==> src/rtl/spi_cs_timer_pkg.sv <==
package spi_cs_timer_pkg;

    localparam int FLD_W  = 8;
    localparam int WORD_W = 4 * FLD_W;
    localparam int HW     = FLD_W + 1;

    typedef enum logic [2:0] {
        ST_IDLE,
        ST_LEAD,
        ST_SHIFT,
        ST_LAG,
        ST_GAP
    } tim_state_t;

    // Field order matters: software packs words as code, lead, lag, gap (MSB first).
    typedef struct packed {
        logic [FLD_W-1:0] rate_code;
        logic [FLD_W-1:0] lead_cnt;
        logic [FLD_W-1:0] lag_cnt;
        logic [FLD_W-1:0] gap_cnt;
    } dev_cfg_t;

    // Half bit period minus one, in input clocks: 256/code - 1; illegal codes use code 1.
    function automatic logic [HW-1:0] half_m1_of(input logic [FLD_W-1:0] code);
        logic [HW-1:0] h;
        h = HW'(1) << FLD_W;
        if ((code != '0) && ((code & (code - 1'b1)) == '0)) begin
            for (int i = 0; i < FLD_W; i++) begin
                if (code[i]) h = HW'(1) << (FLD_W - i);
            end
        end
        return h - HW'(1);
    endfunction

endpackage

==> src/rtl/sct_cfg_pick.sv <==
module sct_cfg_pick
    import spi_cs_timer_pkg::*;
#(
    parameter int NUM_DEV = 8,
    parameter int SEL_W   = 3
) (
    input  logic                      clk,
    input  logic                      rst_n,
    input  logic [NUM_DEV*WORD_W-1:0] dev_words,
    input  logic [NUM_DEV-1:0]        cpol_vec,
    input  logic [NUM_DEV-1:0]        cpha_vec,
    input  logic [SEL_W-1:0]          dev_sel,
    output dev_cfg_t                  sel_cfg,
    output logic [HW-1:0]             sel_half_m1,
    output logic                      sel_cpol,
    output logic                      sel_cpha
);
    localparam int DEPTH = 1 << SEL_W;

    dev_cfg_t           tbl [DEPTH];
    logic [DEPTH-1:0]   pol_pad;
    logic [DEPTH-1:0]   pha_pad;

    generate
        for (genvar g = 0; g < DEPTH; g++) begin : g_tbl
            if (g < NUM_DEV) begin : g_real
                assign tbl[g]     = dev_cfg_t'(dev_words[g*WORD_W +: WORD_W]);
                assign pol_pad[g] = cpol_vec[g];
                assign pha_pad[g] = cpha_vec[g];
            end else begin : g_pad
                assign tbl[g]     = '0;
                assign pol_pad[g] = 1'b0;
                assign pha_pad[g] = 1'b0;
            end
        end
    endgenerate

    always_comb begin
        sel_cfg     = tbl[dev_sel];
        sel_cpol    = pol_pad[dev_sel];
        sel_cpha    = pha_pad[dev_sel];
        sel_half_m1 = half_m1_of(sel_cfg.rate_code);
    end

    logic [HW:0] half_full;
    assign half_full = {1'b0, sel_half_m1} + (HW+1)'(1);

    AST_HALF_POW2: assert property (@(posedge clk) disable iff (!rst_n)
        $onehot(half_full) && (half_full >= (HW+1)'(2)))
        else $error("half period not a power of two");

endmodule

==> src/rtl/sct_half_tick.sv <==
module sct_half_tick
    import spi_cs_timer_pkg::*;
(
    input  logic          clk,
    input  logic          rst_n,
    input  logic          clear,
    input  logic [HW-1:0] half_m1,
    output logic          tick
);
    logic [HW-1:0] pre;

    assign tick = (pre == half_m1);

    always_ff @(posedge clk or negedge rst_n) begin
        if (!rst_n)              pre <= '0;
        else if (clear || tick)  pre <= '0;
        else                     pre <= pre + HW'(1);
    end

    AST_PRE_BOUND: assert property (@(posedge clk) disable iff (!rst_n)
        pre <= half_m1)
        else $error("prescaler past its limit");

endmodule

==> src/rtl/spi_cs_timer.sv <==
module spi_cs_timer
    import spi_cs_timer_pkg::*;
#(
    parameter int  NUM_DEV = 8,
    parameter int  LEN_W   = 8,
    localparam int SEL_W   = $clog2(NUM_DEV)
) (
    input  logic                      clk,
    input  logic                      rst_n,
    input  logic                      start,
    input  logic [SEL_W-1:0]          dev_sel,
    input  logic [NUM_DEV*WORD_W-1:0] dev_words,
    input  logic [NUM_DEV-1:0]        cpol_vec,
    input  logic [NUM_DEV-1:0]        cpha_vec,
    input  logic [LEN_W-1:0]          bit_count,
    output logic                      busy,
    output logic                      cs_active,
    output logic                      sclk,
    output logic                      sample_stb,
    output logic                      shift_stb,
    output logic                      done
);
    localparam int CW = ((LEN_W > FLD_W) ? LEN_W : FLD_W) + 1;

    tim_state_t        state, nxt;
    dev_cfg_t          sel_cfg;
    logic [HW-1:0]     sel_half_m1, half_m1_q;
    logic              sel_cpol, sel_cpha, cpol_q, cpha_q;
    logic [FLD_W-1:0]  lag_q, gap_q;
    logic [LEN_W-1:0]  bits_q;
    logic [CW-1:0]     cnt, load_val;
    logic              tick, adv, clear, lead;

    sct_cfg_pick #(.NUM_DEV(NUM_DEV), .SEL_W(SEL_W)) u_pick (
        .clk         (clk),
        .rst_n       (rst_n),
        .dev_words   (dev_words),
        .cpol_vec    (cpol_vec),
        .cpha_vec    (cpha_vec),
        .dev_sel     (dev_sel),
        .sel_cfg     (sel_cfg),
        .sel_half_m1 (sel_half_m1),
        .sel_cpol    (sel_cpol),
        .sel_cpha    (sel_cpha)
    );

    sct_half_tick u_tick (
        .clk     (clk),
        .rst_n   (rst_n),
        .clear   (clear),
        .half_m1 (half_m1_q),
        .tick    (tick)
    );

    // Phase ends at zero count, or on the tick that spends the last half period.
    always_comb begin
        adv  = (cnt == '0) || ((cnt == CW'(1)) && tick);
        nxt  = state;
        unique case (state)
            ST_IDLE:  if (start) nxt = ST_LEAD;
            ST_LEAD:  if (adv)   nxt = ST_SHIFT;
            ST_SHIFT: if (adv)   nxt = ST_LAG;
            ST_LAG:   if (adv)   nxt = ST_GAP;
            ST_GAP:   if (adv)   nxt = ST_IDLE;
            default:             nxt = ST_IDLE;
        endcase
    end

    assign clear = (state == ST_IDLE) || adv;

    always_ff @(posedge clk or negedge rst_n) begin
        if (!rst_n) state <= ST_IDLE;
        else        state <= nxt;
    end

    always_comb begin
        unique case (state)
            ST_LEAD:  load_val = CW'(bits_q) << 1;
            ST_SHIFT: load_val = CW'(lag_q) << 1;
            ST_LAG:   load_val = CW'(gap_q) << 1;
            default:  load_val = '0;
        endcase
    end

    // Settings are captured once per transfer; counts are in half bit periods.
    always_ff @(posedge clk or negedge rst_n) begin
        if (!rst_n) begin
            cnt       <= '0;
            half_m1_q <= '0;
            lag_q     <= '0;
            gap_q     <= '0;
            bits_q    <= '0;
            cpol_q    <= 1'b0;
            cpha_q    <= 1'b0;
        end else if (state == ST_IDLE) begin
            if (start) begin
                cnt       <= CW'(sel_cfg.lead_cnt) << 1;
                half_m1_q <= sel_half_m1;
                lag_q     <= sel_cfg.lag_cnt;
                gap_q     <= sel_cfg.gap_cnt;
                bits_q    <= bit_count;
                cpol_q    <= sel_cpol;
                cpha_q    <= sel_cpha;
            end
        end else if (adv) begin
            cnt <= load_val;
        end else if (tick) begin
            cnt <= cnt - CW'(1);
        end
    end

    // An even remaining count at a tick marks the leading edge of a bit.
    assign lead = ~cnt[0];

    always_ff @(posedge clk or negedge rst_n) begin
        if (!rst_n) begin
            sclk       <= 1'b0;
            sample_stb <= 1'b0;
            shift_stb  <= 1'b0;
            done       <= 1'b0;
        end else begin
            sample_stb <= 1'b0;
            shift_stb  <= 1'b0;
            done       <= 1'b0;
            unique case (state)
                ST_IDLE: sclk <= sel_cpol;
                ST_SHIFT: begin
                    if (tick && (cnt != '0)) begin
                        sclk       <= ~sclk;
                        sample_stb <= lead ^ cpha_q;
                        shift_stb  <= ~(lead ^ cpha_q);
                    end
                end
                ST_GAP: begin
                    sclk <= cpol_q;
                    if (adv) done <= 1'b1;
                end
                default: sclk <= cpol_q;
            endcase
        end
    end

    always_comb begin
        cs_active = (state == ST_LEAD) || (state == ST_SHIFT) || (state == ST_LAG);
        busy      = (state != ST_IDLE);
    end

    AST_STB_IN_WINDOW: assert property (@(posedge clk) disable iff (!rst_n)
        (sample_stb || shift_stb) |-> cs_active)
        else $error("strobe outside window");

    AST_STB_EXCL: assert property (@(posedge clk) disable iff (!rst_n)
        !(sample_stb && shift_stb))
        else $error("both strobes at once");

    AST_SCLK_REST: assert property (@(posedge clk) disable iff (!rst_n)
        (state == ST_GAP) |-> (sclk == cpol_q))
        else $error("sclk off its rest level");

    AST_NO_EDGE_IN_LEAD: assert property (@(posedge clk) disable iff (!rst_n)
        ((state == ST_LEAD) && ($past(state) == ST_LEAD)) |-> $stable(sclk))
        else $error("sclk moved during lead");

    AST_DONE_PULSE: assert property (@(posedge clk) disable iff (!rst_n)
        done |=> !done)
        else $error("done longer than one clock");

    AST_DONE_IDLE: assert property (@(posedge clk) disable iff (!rst_n)
        done |-> (!busy && !cs_active))
        else $error("done while busy");

endmodule

==> config.mk <==
export PLATFORM = sky130hd
export DESIGN_NAME = spi_cs_timer
export DESIGN_NICKNAME = d
export VERILOG_FILES = /design/src/rtl/spi_cs_timer_pkg.sv /design/src/rtl/sct_cfg_pick.sv /design/src/rtl/sct_half_tick.sv /design/src/rtl/spi_cs_timer.sv
export SDC_FILE = /design/constraint.sdc
export NUM_CORES = 1
export LEC_CHECK = 0
export BUFFER_PORTS_ARGS = -buffer_cell sky130_fd_sc_hd__clkbuf_2
export CAP_MARGIN = 20
export CORE_ASPECT_RATIO = 0.75
export CORE_UTILIZATION = 41
export CTS_BUF_LIST = sky130_fd_sc_hd__clkbuf_4 sky130_fd_sc_hd__clkbuf_8 sky130_fd_sc_hd__clkbuf_16
export CTS_CLUSTER_DIAMETER = 200
export DETAILED_ROUTE_END_ITERATION = 6
export PLACE_DENSITY = 0.87
export SLEW_MARGIN = 20
export SYNTH_ARGS = -nofsm -noshare
export SYNTH_HDL_FRONTEND = slang
export SYNTH_SLANG_ARGS = --single-unit
==> constraint.sdc <==
create_clock -name clk -period 2.4 [get_ports clk]
set_input_delay 0.48 -clock clk [delete_from_list [all_inputs] [get_ports clk]]
set_output_delay 0.48 -clock clk [all_outputs]
set_load 0.01 [all_outputs]
==> out/results.txt <==
clock-pin transition on the worst setup and hold timing paths - 0.05 ns
crit start category - input port
synthesized area - 5250 um^2
Final Total Pwr - 5.37 mW
Cell Chain, Critical Path - buf_12 > buf_4 > mux4_2 > mux2i_4 > buf_4 > o21ai_0 > a21oi_2 > nor2_1 > o31a_1 > o31a_1
first-pass GRT wire length - 26800 um
multi-input logic area - 3580 um^2
clock root buffer - clkbuf_16
P&R area growth vs syn - 43.0%
slew margin rel. - 54.8%
post-DR wirelength/cell - 17.9 um
DP HPWL - 14100 um
final hold viol count - 0
Critical R2R Launch - cnt[5]
delay of the slowest cell on the worst path - 0.52 ns
Longest Clk Path Bufs - 2
hold_buf cts - 0
drt first pass iters - 5
Clock Latency Late Sink - 0.32 ns
run status - finished, final reports clean
Synth Register Bits - 60
Pins Over Slew Limit - 0
IO Pins - 292
fraction of layout cells with a size suffix above 1 - 57.4%
final worst path period share - 98.6%
Via density - 5.48
CTS tree - built
WP data required - 2.60 ns
Pwr Density - 715 nW/um^2
Filler cells - 1004
# nets final - 1073
DRC - 0
Post-CTS Setup Inserts - 0
Reg2Reg Depth - 8
H-tree depth - 3
Mapped Avg Cell Area - 11.2 um^2
PortBufs - 291
max-cap viol count - 0
crit path max-delay cell type - mux4_2
Unique masters post-synth - 57
n_diodes - 0
Worst-Margin Slew - 0.677 ns
GP Congestion - 0.897
R2R Path End - cnt[3]
r2r setup slk - 0.13 ns
final setup fails - 0
Worst setup EP type - flip-flop
worst setup path category - input port to flip-flop
Hold Crit Class - input port to asynchronous set/reset pin
Die W - 133 um
Peak supply drop - 436 uV
TNS Setup - 0 ns
Worst EP arrival - 2.57 ns
Starting Density - 42.4%
Sinks on Clock Net - 60
initial antenna violation count - 0
CP top delay family - compound AO/OA/AOI/OAI gates
All-Layer GR Usage - 26.4%
total grt overflow - 0
Pleak - 3.67 nW
Final Routed Wirelength - 17100 um
vias in the first global route - 5341
fmax - 422 MHz
core area - 12400 um^2
Buf+Inv Stages, Crit Path - 3
row cnt - 35
Mapped Nets - 760
post-route minimum period - 2.37 ns
number of buffers created by CTS - 9
post-synthesis sequential area ratio - 28.6%
RSZ-0062 raised after global routing - true
Mapped Cells - 470
drt initial violations - 368
Yosys warning count - 0
clock skew - 0.00765 ns
pin count of the biggest net entering global routing - 61
Die Area - 13300 um^2
post-route ant nets - 0
area taken by flip-flops and latches - 1500 um^2
Max FO, Critical Path - 12
routed vias - 5228
die outline height - 100 um
-- final cells by class --
| class | instances | share of cell area (%) |
|---|---|---|
| well taps | 166 | 2.77 |
| clock inverters | 4 | 0.966 |
| flip-flops and latches | 60 | 20.0 |
| inverters | 8 | 0.400 |
| repair buffers | 338 | 24.8 |
| clock buffers | 12 | 3.38 |
| multi-input cells | 366 | 47.7 |
-- worst reg2reg max path, delay by kind of cell (launching register included) --
family | cells | cell delay (ns)
flip-flops | 1 | 0.43
AND/OR/NAND/NOR | 4 | 1.02
AO/OA/AOI/OAI | 3 | 0.52
buffers and inverters | 1 | 0.21
-- synthesized netlist by cell type (all sizes together) --
master	n	area, um^2
mux2i	33	397
clkbuf	19	71.3
a211o	1	8.76
nor4	2	12.5
o31ai	3	22.5
and2	4	25.0
and3	4	25.0
nand2	62	235
nor2b	3	18.8
o21ai	27	139
nand3	10	50.1
a22o	6	52.6
o41ai	2	17.5
mux4	66	1510
a221oi	1	8.76
a2111oi	1	15.0
mux2	14	158
and2b	1	7.51
dfrtp	60	1500
inv	8	30.0
o22a	1	8.76
or4	1	7.51
a31oi	1	6.26
o21a	1	7.51
or3	1	6.26
ha	4	50.1
nand2b	4	25.0
a21oi	15	82.6
o211ai	8	78.8
a41oi	2	17.5
a22oi	10	75.1
xor2	20	175
xnor2	5	43.8
nor3b	1	12.5
nand4	2	12.5
o31a	2	17.5
buf	17	115
nor3	8	45.0
nor2	37	139
o22ai	3	25.0
-- power by group --
part           internal (mW)  total, mW  switching, mW
sequential              1.40       1.70          0.300
clock                  0.958       1.40          0.439
combinational           1.14       2.28           1.14
-- through the flow --
step / utilization, % / setup WS (ns) / hold slack (ns) / area [um^2] / cells
after floorplan: - / -0.280 / 0.184 / 5280 / 470
after global placement: 57.6 / -0.319 / 0.460 / 7140 / 938
after detailed placement: 57.6 / -0.411 / 0.470 / 7140 / 938
after CTS: 60.3 / 0.0179 / 0.172 / 7480 / 954
after global routing: 60.6 / -0.0174 / 0.188 / 7510 / 954
final: 60.6 / 0.0324 / 0.157 / 7510 / 954
-- worst max path at each step --
stage	startpoint	to	slack (ns)	cells past startpoint
6_report	dev_sel[0]	half_m1_q[7]	0.03	10
5_1_grt	dev_sel[0]	half_m1_q[7]	-0.02	10
4_1_cts	dev_sel[0]	half_m1_q[7]	0.02	10
3_5_place_dp	dev_sel[0]	half_m1_q[7]	-0.41	9
3_3_place_gp	dev_sel[0]	half_m1_q[7]	-0.32	9
2_1_floorplan	dev_sel[0]	half_m1_q[7]	-0.28	10
-- sequential cells by signal, summed over array words and instances, names as in the netlist, 3 cells and up --
| register | count |
|---|---|
| u_tick.pre | 9 |
| half_m1_q | 9 |
| lag_q | 8 |
| state | 3 |
| cnt | 9 |
| bits_q | 8 |
| gap_q | 8 |
-- logic make-up (layout without fill, tap and decap cells) --
kind of cell / Yosys count / after routing / share of synthesized area (%)
AND/OR/NAND/NOR: 140 / 140 / 11.8
multiplexers: 113 / 113 / 39.2
AO/OA/AOI/OAI: 84 / 84 / 11.1
flip-flops: 60 / 60 / 28.6
buffers and inverters: 44 / 362 / 4.12
XOR/XNOR: 25 / 25 / 4.17
adder cells (fa/ha/maj): 4 / 4 / 0.953
-- metal layers --
layer | wire (um) | track usage [%] | vias up
li1 | - | - | 2426
met1 | 7270 | 36.5 | 2565
met2 | 8440 | 43.2 | 212
met3 | 1140 | 5.10 | 25
met4 | 230 | 6.19 | 0
met5 | 0 | 0 | -
-- cells in the final DEF (no fill, tap or decap), types with 7 or more instances in the layout --
| cell type | synthesis | final |
|---|---|---|
| nand2_1 | 61 | 61 |
| o21ai_0 | 25 | 24 |
| nor2_1 | 37 | 37 |
| clkbuf_2 | 0 | 289 |
| nand3_1 | 10 | 9 |
| inv_1 | 7 | 7 |
| dfrtp_1 | 60 | 60 |
| clkbuf_16 | 0 | 9 |
| xor2_1 | 20 | 20 |
| mux2_2 | 13 | 13 |
| buf_4 | 2 | 44 |
| a21oi_1 | 13 | 13 |
| a22oi_1 | 10 | 10 |
| mux2i_1 | 27 | 27 |
| nor3_1 | 7 | 7 |
| mux4_2 | 61 | 63 |
-- what timing repair did --
item,4_1_cts,5_1_grt
pin swaps,1,1
resized for setup,5,4
setup endpoints to repair,4,5
Power figures use the tool's default switching activity.
